--- src/rtl/pdc_pkg.sv ---
package pdc_pkg;
  // Strobes from control to one datapath lane
  typedef struct packed {
    logic accept;   // a bit is taken this cycle
    logic oddPos;   // the bit taken is at an odd position
    logic restart;  // history returns to its start value
  } laneStrobes_t;

  localparam int NUM_LANES = 2;  // lane 0 encodes, lane 1 decodes
endpackage

--- src/rtl/pdc_ctrl.sv ---
module pdc_ctrl
  import pdc_pkg::*;
(
  input  logic         clk,
  input  logic         rstN,
  input  logic         clear,
  input  logic         inValid [NUM_LANES],
  output laneStrobes_t stb     [NUM_LANES]
);
  for (genvar g = 0; g < NUM_LANES; g++) begin : gParity
    logic oddQ;  // next accepted bit is at an odd position
    logic oddNow;

    assign oddNow = clear | oddQ;
    assign stb[g].accept  = inValid[g];
    assign stb[g].oddPos  = oddNow;
    assign stb[g].restart = clear;

    always_ff @(posedge clk) begin
      if (!rstN)            oddQ <= 1'b1;
      else if (inValid[g])  oddQ <= ~oddNow;
      else if (clear)       oddQ <= 1'b1;
    end
  end
endmodule

--- src/rtl/pdc_lane.sv ---
module pdc_lane
  import pdc_pkg::*;
#(
  parameter bit DECODE     = 1'b0,
  parameter bit HIST_RESET = 1'b0
) (
  input  logic         clk,
  input  logic         rstN,
  input  laneStrobes_t stb,
  input  logic         inBit,
  output logic         outValid,
  output logic         outBit
);
  logic histQ;
  logic prevEff;
  logic result;
  logic histNext;

  assign prevEff  = stb.restart ? HIST_RESET : histQ;
  // odd position uses the complement of the previous coded bit
  assign result   = inBit ^ prevEff ^ stb.oddPos;
  // history always holds the coded bit: the output when encoding, the input when decoding
  assign histNext = DECODE ? inBit : result;

  always_ff @(posedge clk) begin
    if (!rstN) begin
      histQ    <= HIST_RESET;
      outValid <= 1'b0;
      outBit   <= 1'b0;
    end else begin
      outValid <= stb.accept;
      if (stb.accept) begin
        outBit <= result;
        histQ  <= histNext;
      end else if (stb.restart) begin
        histQ  <= HIST_RESET;
      end
    end
  end
endmodule

--- src/rtl/pair_diff_codec.sv ---
module pair_diff_codec
  import pdc_pkg::*;
#(
  parameter bit HIST_RESET = 1'b0
) (
  input  logic clk,
  input  logic rstN,
  input  logic clear,
  input  logic encValid,
  input  logic encBit,
  output logic encOutValid,
  output logic encOutBit,
  input  logic decValid,
  input  logic decBit,
  output logic decOutValid,
  output logic decOutBit
);
  logic         inValid  [NUM_LANES];
  logic         inBit    [NUM_LANES];
  logic         outValid [NUM_LANES];
  logic         outBit   [NUM_LANES];
  laneStrobes_t stb      [NUM_LANES];

  assign inValid[0] = encValid;
  assign inBit[0]   = encBit;
  assign inValid[1] = decValid;
  assign inBit[1]   = decBit;

  assign encOutValid = outValid[0];
  assign encOutBit   = outBit[0];
  assign decOutValid = outValid[1];
  assign decOutBit   = outBit[1];

  pdc_ctrl uCtrl (
    .clk     (clk),
    .rstN    (rstN),
    .clear   (clear),
    .inValid (inValid),
    .stb     (stb)
  );

  for (genvar g = 0; g < NUM_LANES; g++) begin : gLane
    pdc_lane #(
      .DECODE     (g == 1),
      .HIST_RESET (HIST_RESET)
    ) uLane (
      .clk      (clk),
      .rstN     (rstN),
      .stb      (stb[g]),
      .inBit    (inBit[g]),
      .outValid (outValid[g]),
      .outBit   (outBit[g])
    );
  end
endmodule

--- config.mk ---
export PLATFORM = sky130hd
export DESIGN_NAME = pair_diff_codec
export DESIGN_NICKNAME = d
export VERILOG_FILES = /design/src/rtl/pdc_pkg.sv /design/src/rtl/pdc_ctrl.sv /design/src/rtl/pdc_lane.sv /design/src/rtl/pair_diff_codec.sv
export SDC_FILE = /design/constraint.sdc
export NUM_CORES = 1
export LEC_CHECK = 0
export ABC_AREA = 1
export BUFFER_PORTS_ARGS = -buffer_cell sky130_fd_sc_hd__buf_2
export CAP_MARGIN = 20
export CORE_AREA = 2 2 39 41
export CTS_CLUSTER_SIZE = 8
export DETAILED_ROUTE_END_ITERATION = 10
export DIE_AREA = 0 0 41 43
export GPL_ROUTABILITY_DRIVEN = 0
export GPL_TIMING_DRIVEN = 1
export SYNTH_ARGS = -nofsm -noshare
export SYNTH_HDL_FRONTEND = slang
export SYNTH_SLANG_ARGS = --single-unit
--- constraint.sdc ---
create_clock -name clk -period 0.8 [get_ports clk]
set_input_delay 0.12 -clock clk [delete_from_list [all_inputs] [get_ports clk]]
set_output_delay 0.12 -clock clk [all_outputs]
set_load 0.02 [all_outputs]
**Yosys cells after proc, flatten, opt, wreduce, memory -nomap -nowiden**

Index checks and enable logic that the tools add are counted.

- Output and inout bits: 4
- Word-level logic and storage cells: 25
- Register bits: 8

- Multiplexer cells: 7
- Reduce and logical (&&, ||, !) cells: 2
- Bitwise operators: 8

Operators with widths:

| operator | number |
|---|---|
| 2-to-1 mux 1 bit | 7 |
| nonzero test 2 bit | 2 |
| XOR 1 bit | 4 |
| inverter 1 bit | 2 |
| bitwise OR 1 bit | 2 |

**Depth between registers and ports, before layout**

Gate-level depths: netlist of the first run.

- Depth after elaboration: 4
- Gate-level depth with buffers: 6

**Modules after synthesis**

Synthesis of the first run repeated with hierarchy kept, for this count alone.

- Cells, all modules: 63
- Area, all modules: 424.2 um^2

By module, submodules not included:

| module | times used | cells each | area each (um^2) | sequential area each (um^2) |
|---|---|---|---|---|
| pdc_lane (gLane[1].uLane) | 1 | 23 | 150.1 | 60.1 |
| pdc_lane (gLane[0].uLane) | 1 | 22 | 141.4 | 60.1 |
| pdc_ctrl | 1 | 18 | 132.6 | 40.0 |

**Least setup slack after synthesis of the first run**

No wires, ideal clock.

- Kind: flip-flop to flip-flop
- Start: register uCtrl.gParity[1].oddQ
- End: register gLane[1].uLane.outBit
- Required time: 683 ps
- Buffers on the path: 0
- Arrival: 726 ps
- Path slack: -44 ps
- Cell stages (with the launch flop): 6
- Period minus slack after synthesis: 844 ps
- Path through: dfxtp_1 nor2_1 nand2_1 o21ai_0 nand2_1 nor3b_2

- Longest elaborated chain between the ends: 2

RTL lines:

| what | RTL line | source |
|---|---|---|
| start, declared | pdc_ctrl.sv:11 | `logic oddQ;` |
| start signal, assigned | pdc_ctrl.sv:21 | `else if (inValid[g]) oddQ <= ~oddNow;` |
| bitwise OR 1 bit | pdc_ctrl.sv:14 | `assign oddNow = clear \| oddQ;` |
| XOR 1 bit | pdc_lane.sv:21 | `assign result = inBit ^ prevEff ^ stb.oddPos;` |
| end signal, assigned | pdc_lane.sv:33 | `outBit <= result;` |
| end, declared | pdc_lane.sv:12 | `output logic outBit` |

No other way between the ends.
A chain may end at the register's enable or synchronous reset.

**Worst setup path in the final report of the first run**

- Start: register gLane[1].uLane.outBit
- End: output decOutBit

RTL lines:

| what | RTL line | source |
|---|---|---|
| end, declared | pair_diff_codec.sv:16 | `output logic decOutBit` |

No word-level cell between the ends.

==> results of run 1 <==
per-layer routing:
| metal | global-route usage [%] | share of wire [%] |
|---|---|---|
| met5 | 0 | 0 |
| met1 | 13.3 | 43 |
| met3 | 7.85 | 6.1 |
| met2 | 15.3 | 51 |
| met4 | 8.00 | 0 |
cells by family after synthesis:
family / count (synthesis) / synth area share, %
AOI/OAI and AO/OA: 8 / 11.4
buffers and inverters: 9 / 9.64
DFF: 8 / 45.7
and+or+nand+nor: 23 / 33.2
what timing repair did:
item,4_1_cts,5_1_grt
pin swaps,3,2
resized for setup,12,3
endpoints found under the setup margin,7,8
hold endpoints to repair,0,0
state kept, by name (all words and copies together), names as in the netlist:
| signal | count |
|---|---|
| uCtrl.gParity.oddQ | 2 |
| gLane.uLane.outBit | 2 |
| gLane.uLane.outValid | 2 |
| gLane.uLane.histQ | 2 |
worst paths after layout:
kind	from	end	slack, ps	cells after the start
max reg2reg	gLane[0].uLane.histQ	gLane[0].uLane.outBit	-40	5
max	gLane[1].uLane.outBit	decOutBit	-50	1
min reg2reg	gLane[0].uLane.outBit	gLane[0].uLane.outBit	470	2
min	rstN	uCtrl.gParity[1].oddQ	110	2
power groups by stage:
stage	combinational (mW)	clock, mW	sequential [mW]
4_1_cts	0.154	0.340	0.444
3_5_place_dp	0.141	0	0.447
6_report	0.159	0.315	0.447
2_1_floorplan	0.0644	0	0.463
3_3_place_gp	0.140	0	0.447
5_1_grt	0.177	0.360	0.449
per-stage QoR:
step | utilization [%] | instance area (sq um) | setup WS [ps] | total power [mW]
finish | 36.8 | 509 | -49.8 | 0.921
global route | 36.8 | 509 | -107 | 0.986
CTS | 35.9 | 497 | -73.2 | 0.938
detailed placement | 32.2 | 445 | -73.3 | 0.587
global placement | 32.2 | 445 | -68.2 | 0.586
floorplan | - | 353 | -22.3 | 0.527
cells in the mapped netlist:
master / instances
nand3_2: 2
nand3_1: 7
a21oi_1: 4
nand2_1: 10
o21ai_0: 4
nor3b_2: 1
dfxtp_1: 8
inv_2: 1
inv_1: 8
nor2_1: 3
layout make-up:
| type | instances | area (sq um) |
|---|---|---|
| Fill cell | 157 | 875 |
| Multi-Input combinational cell | 31 | 174 |
| Sequential cell | 8 | 165 |
| Clock buffer | 3 | 22.5 |
| Inverter | 9 | 33.8 |
| Tap cell | 16 | 20.0 |
| Timing Repair Buffer | 13 | 93.8 |
==> flow_summary.toml, run 1 <==
[logic_synthesis]
synth.cell_area_sq_um = 350
yosysSeqAreaShare_pct = 45.7
synth_seq_cells = 8
synth_area_leaders = "dfxtp_1 (46%), nand2_1 (11%), nand3_1 (10%), inv_1 (8.6%), a21oi_1 (5.7%)"
synth.top_cell.area_share_pct = 45.7
synthCells = 48
ys_warn_count = 0
syn_nets = 55
synth_cell_types = 10
synth_largest_area_cell = "dfxtp_1"
avgSynthCellArea_sq_um = 7.30

[power]
switching_power_uw = 247
p_int_uw = 674
power_frac_seq_pct = 48.5
p_leak_nw = 0.252
switching_share_pct = 26.8
pwr-share-clk_pct = 34.2
p_per_area_nw_per_um2 = 1810
power_frac_comb_pct = 17.2
peakVddDrop_mv = 0.853

[grt]
grt_pass1_vias = 343
grt-ovfl-total = 0
grt_usage_pct = 11.8
grt_pass1_wl_mm = 1.29
grt_antenna_before_repair = 0
grt_max_degree = 7

[sta]
tightest_slew_ps = 149
hold_viol_final = 0
setup_violations = 7
fmax_ghz = 1.18
slew-limit-headroom_pct = 90.0
fin_tns_setup_ps = -189
timing.hold.ws_ps = 105
rsz0062_at_grt = "yes"
fin_skew_ps = 3.74
slew_viol_final = 0
finalCriticalPeriod_ps = 850
fin_crit_sh_pct = 106
worst_slack_ps = -49.8

[floorplanning]
start_util_pct = 25.3
num_rows = 14
die-height_microns = 43
core_sq_um = 1380
die_area_sq_um = 1760
io_pins = 11
die_x_microns = 41

[worst_setup_path]
path_buf_inv = 1
cp_max_fo = 2
worstPathRequired_ps = 680
cp-end-kind = "output port"
worstPathCellList = "buf_4"
cp.arrival_ps = 730
crit_slowest_cell = "dfxtp_1"
max_stage_delay_ps = 330
path_class = "reg2out"
crit_path_start_kind = "flop"
cp_top_family = "flip-flops"

[clocking]
cts_htree_levels = 1
cts_hold_buf = 0
clk_path_buf_depth = 2
post-cts-setup-buffer-count = 0
clkSinkCount = 8
cts_tree = "yes"
cts_buffers = 3
insertion_delay_ps = 250
clk_pin_slew_ps = 60
root_buffer = "clkbuf_4"

[hold_path]
hp-class = "in2reg"

[cells_and_area]
syn_to_final_growth_pct = 45.4
nets = 73
final_cells = 80
final_common_cell = "nand2_1"
n_antenna_cell = 0
drive_above_1_share_pct = 42.2
mostFrequentLayoutCells = "nand2_1 (9), inv_1 (8), nand3_1 (7)"

[detailed_routing]
dr.pass1.iters = 2
drt-initial-drc-count = 3
drc = 0
via_count = 349
drt-total-wl_microns = 750
ant_nets = 0
wl_per_cell_microns = 9.38
viasPerCell = 4.36

[place]
dp_cells = 77
port_buffers = 10
place_hpwl_microns = 562

[outcome]
outcome = "finished, violations left"
violations = "negative setup slack"

[flow_run]
maxCapViolations = 0
(Power assumes the default switching activity.)
==> inputs of run 2 (changes only) <==
--- a/config.mk
+++ b/config.mk
@@ -5,7 +5,6 @@
 export SDC_FILE = /design/constraint.sdc
 export NUM_CORES = 1
 export LEC_CHECK = 0
-export ABC_AREA = 1
 export BUFFER_PORTS_ARGS = -buffer_cell sky130_fd_sc_hd__buf_2
 export CAP_MARGIN = 20
 export CORE_AREA = 2 2 39 41
==> constraint.sdc (replaced) <==
create_clock -name clk -period 1.01 [get_ports clk]
set_input_delay 0.1515 -clock clk [delete_from_list [all_inputs] [get_ports clk]]
set_output_delay 0.1515 -clock clk [all_outputs]
set_load 0.02 [all_outputs]
==> run 2 against run 1 <==
  * The flow now finishes without violations
  * Sequential cell count did not move
  * Via count is 7.7% higher
  * Sequential power decreased by 19%
  * Utilization is 2.4 points higher
  * Critical path depth is 3 higher
  * Worst setup slack improved by 89 ps
  * Synthesized area rose by 8.9%
  * Non-clock buffer count grew 3
  * Final area increased by 6.6%
  * Die area stayed put
  * Register-to-register slack improved by 80 ps
  * Critical endpoint is now gLane[0].uLane.histQ
  * Largest power group unchanged
  * Highest routed layer unchanged
==> flow_summary.toml, run 2 <==
[sta]
fin_tns_setup_ps = 0
hold_viol_final = 0
worst_slack_ps = 39.5
slew-limit-headroom_pct = 80.0
tightest_slew_ps = 296
slew_viol_final = 0
fin_crit_sh_pct = 96.1
finalCriticalPeriod_ps = 971
rsz0062_at_grt = "yes"
fmax_ghz = 1.03
fin_skew_ps = 1.31
setup_violations = 0

[logic_synthesis]
synthCells = 43
synth_cell_types = 22
synth_seq_cells = 8
yosysSeqAreaShare_pct = 42.0
synth_edf_count = 0
yosysMostFrequentCell = "dfxtp_1"
netlist_top_cells_count = "dfxtp_1 (8), nand2_1 (4), nor2_1 (4), xor2_1 (3)"
synth_top_family_by_area = "simple AND/OR/NAND/NOR gates"
synthArstFlopShare_pct = 0
synth-adder-area-share_pct = 0
synthSimpleGateAreaFrac_pct = 23.3
synth_area_leaders = "dfxtp_1 (42%), xor2_1 (6.9%), o311ai_0 (4.6%), a22oi_1 (3.9%), nand2_1 (3.9%)"
synthMuxAreaShare_pct = 0
synthXorXnorAreaFrac_pct = 9.18
ys.flop_type = "dfxtp_1"
avgSynthCellArea_sq_um = 8.87
synth.cell_area_sq_um = 382
syn_nets = 50
synth.top_cell.area_share_pct = 42.0
ys_warn_count = 0
synth-compound-area-share_pct = 18.4
synth_largest_area_cell = "dfxtp_1"

[clocking]
cts_tree = "yes"
insertion_delay_ps = 250
cts_hold_buf = 0
clk_path_buf_depth = 2
cts_buffers = 3
clk_pin_slew_ps = 50
cts_htree_levels = 1
clkSinkCount = 8
root_buffer = "clkbuf_4"

[worst_setup_path]
crit_path_start_kind = "flop"
cp-end-kind = "flop"
path_depth = 4
cp_top_family = "flip-flops"
path_class = "reg2reg"
worstPathCellList = "buf_4 -> nor2b_4 -> a22oi_2 -> o22ai_1"
cp_max_fo = 4
path_buf_inv = 1
worstPathRequired_ps = 1140
reg2reg_depth = 4
max_stage_delay_ps = 360
cp.arrival_ps = 1100
crit_slowest_cell = "dfxtp_4"

[floorplanning]
die_area_sq_um = 1760
num_rows = 14
die_x_microns = 41
die-height_microns = 43
core_sq_um = 1380
io_pins = 11
start_util_pct = 27.6

[grt]
grt_usage_pct = 10.9
grt_pass1_vias = 292
grt_antenna_before_repair = 0
grt_max_degree = 9
grt-ovfl-total = 0
grt_pass1_wl_mm = 1.24

[power]
peakVddDrop_mv = 0.691
power_uw = 752
p_leak_nw = 0.233
p_per_area_nw_per_um2 = 1390

[cells_and_area]
final_common_cell = "buf_2"
nFillCells = 151
n_antenna_cell = 0
final_cells = 76
syn_to_final_growth_pct = 42.3
mostFrequentLayoutCells = "buf_2 (10), dfxtp_1 (6), buf_4 (6)"
nets = 69
drive_above_1_share_pct = 43.3

[detailed_routing]
drt-total-wl_microns = 839
wl_met1_microns = 338
dr.pass1.iters = 4
wl_met3_microns = 74
routed.top_layer = "met3"
wl_per_cell_microns = 11.0
met2_length_microns = 426
drc = 0
drt-initial-drc-count = 11
via_count = 376
ant_nets = 0
viasPerCell = 4.95

[place]
place_ws_ps = -83.6
dp_cells = 72
port_buffers = 10
place_hpwl_microns = 602

[outcome]
outcome = "completed"

[hold_path]
holdPathStages = 2
hp-class = "in2reg"

[flow_run]
maxCapViolations = 0
==> run 2: cell types whose count changed after synthesis, sizes merged, moves of 3 or more <==
cell	change
nand2	-6
xor2	+3
a21oi	-4
o21ai	-3
nand3	-7
inv	-6
==> run 2: cell type report <==
cell class | count | area (sq um) | share of cell area, %
multi-input cells | 30 | 226 | 41.7
repair buffers | 16 | 95.1 | 17.5
well taps | 16 | 20.0 | 3.69
inverters | 3 | 11.3 | 2.07
flip-flops and latches | 8 | 168 | 30.9
clock buffers | 3 | 22.5 | 4.15
==> run 2: cell families after synthesis <==
kind of cell / after synthesis
AOI/OAI and AO/OA: 9
xor gates and xnor gates: 4
buffers and inverters: 5
DFF: 8
and+or+nand+nor: 17
==> run 2: path summary, 6_finish.rpt <==
path	startpoint	endpoint	slack, ps
setup / recovery	gLane[0].uLane.histQ	gLane[0].uLane.histQ	40
hold / removal	rstN	gLane[1].uLane.outValid	200
setup reg to reg	gLane[0].uLane.histQ	gLane[0].uLane.histQ	40
hold reg to reg	gLane[0].uLane.outBit	gLane[0].uLane.outBit	530
==> run 2: stage by stage <==
stage / utilization (%) / hold WS, ps / instance area (sq um)
after floorplan: - / 273 / 382
after global placement: 34.2 / 457 / 473
after detailed placement: 34.2 / 457 / 473
after CTS: 38.3 / 197 / 531
after global routing: 39.2 / 206 / 543
final: 39.2 / 204 / 543
==> run 2: power by group <==
group / internal (mW) / leakage (nW) / switching, mW
logic: 0.0770 / 0.152 / 0.0796
clock network: 0.135 / 0.0138 / 0.0998
registers: 0.341 / 0.0671 / 0.0200
==> run 2: what timing repair did <==
action,in CTS,in global routing
resized for setup,7,4
setup buffers,1,0
pin swaps,2,4
setup endpoints to repair,1,1
==> run 2: worst reg2reg max path, delay by kind of cell, from the launching register on <==
| kind | cells | cell delay (ps) |
|---|---|---|
| buffers and inverters | 1 | 140 |
| flip-flops | 1 | 360 |
| AO/OA/AOI/OAI | 2 | 230 |
| AND/OR/NAND/NOR | 1 | 120 |
==> run 2: routing by layer <==
| metal | vias up | GRT usage [%] |
|---|---|---|
| met2 | 11 | 16.6 |
| met5 | - | 0 |
| met3 | 0 | 8.38 |
| li1 | 189 | - |
| met1 | 176 | 11.7 |
| met4 | 0 | 2.00 |
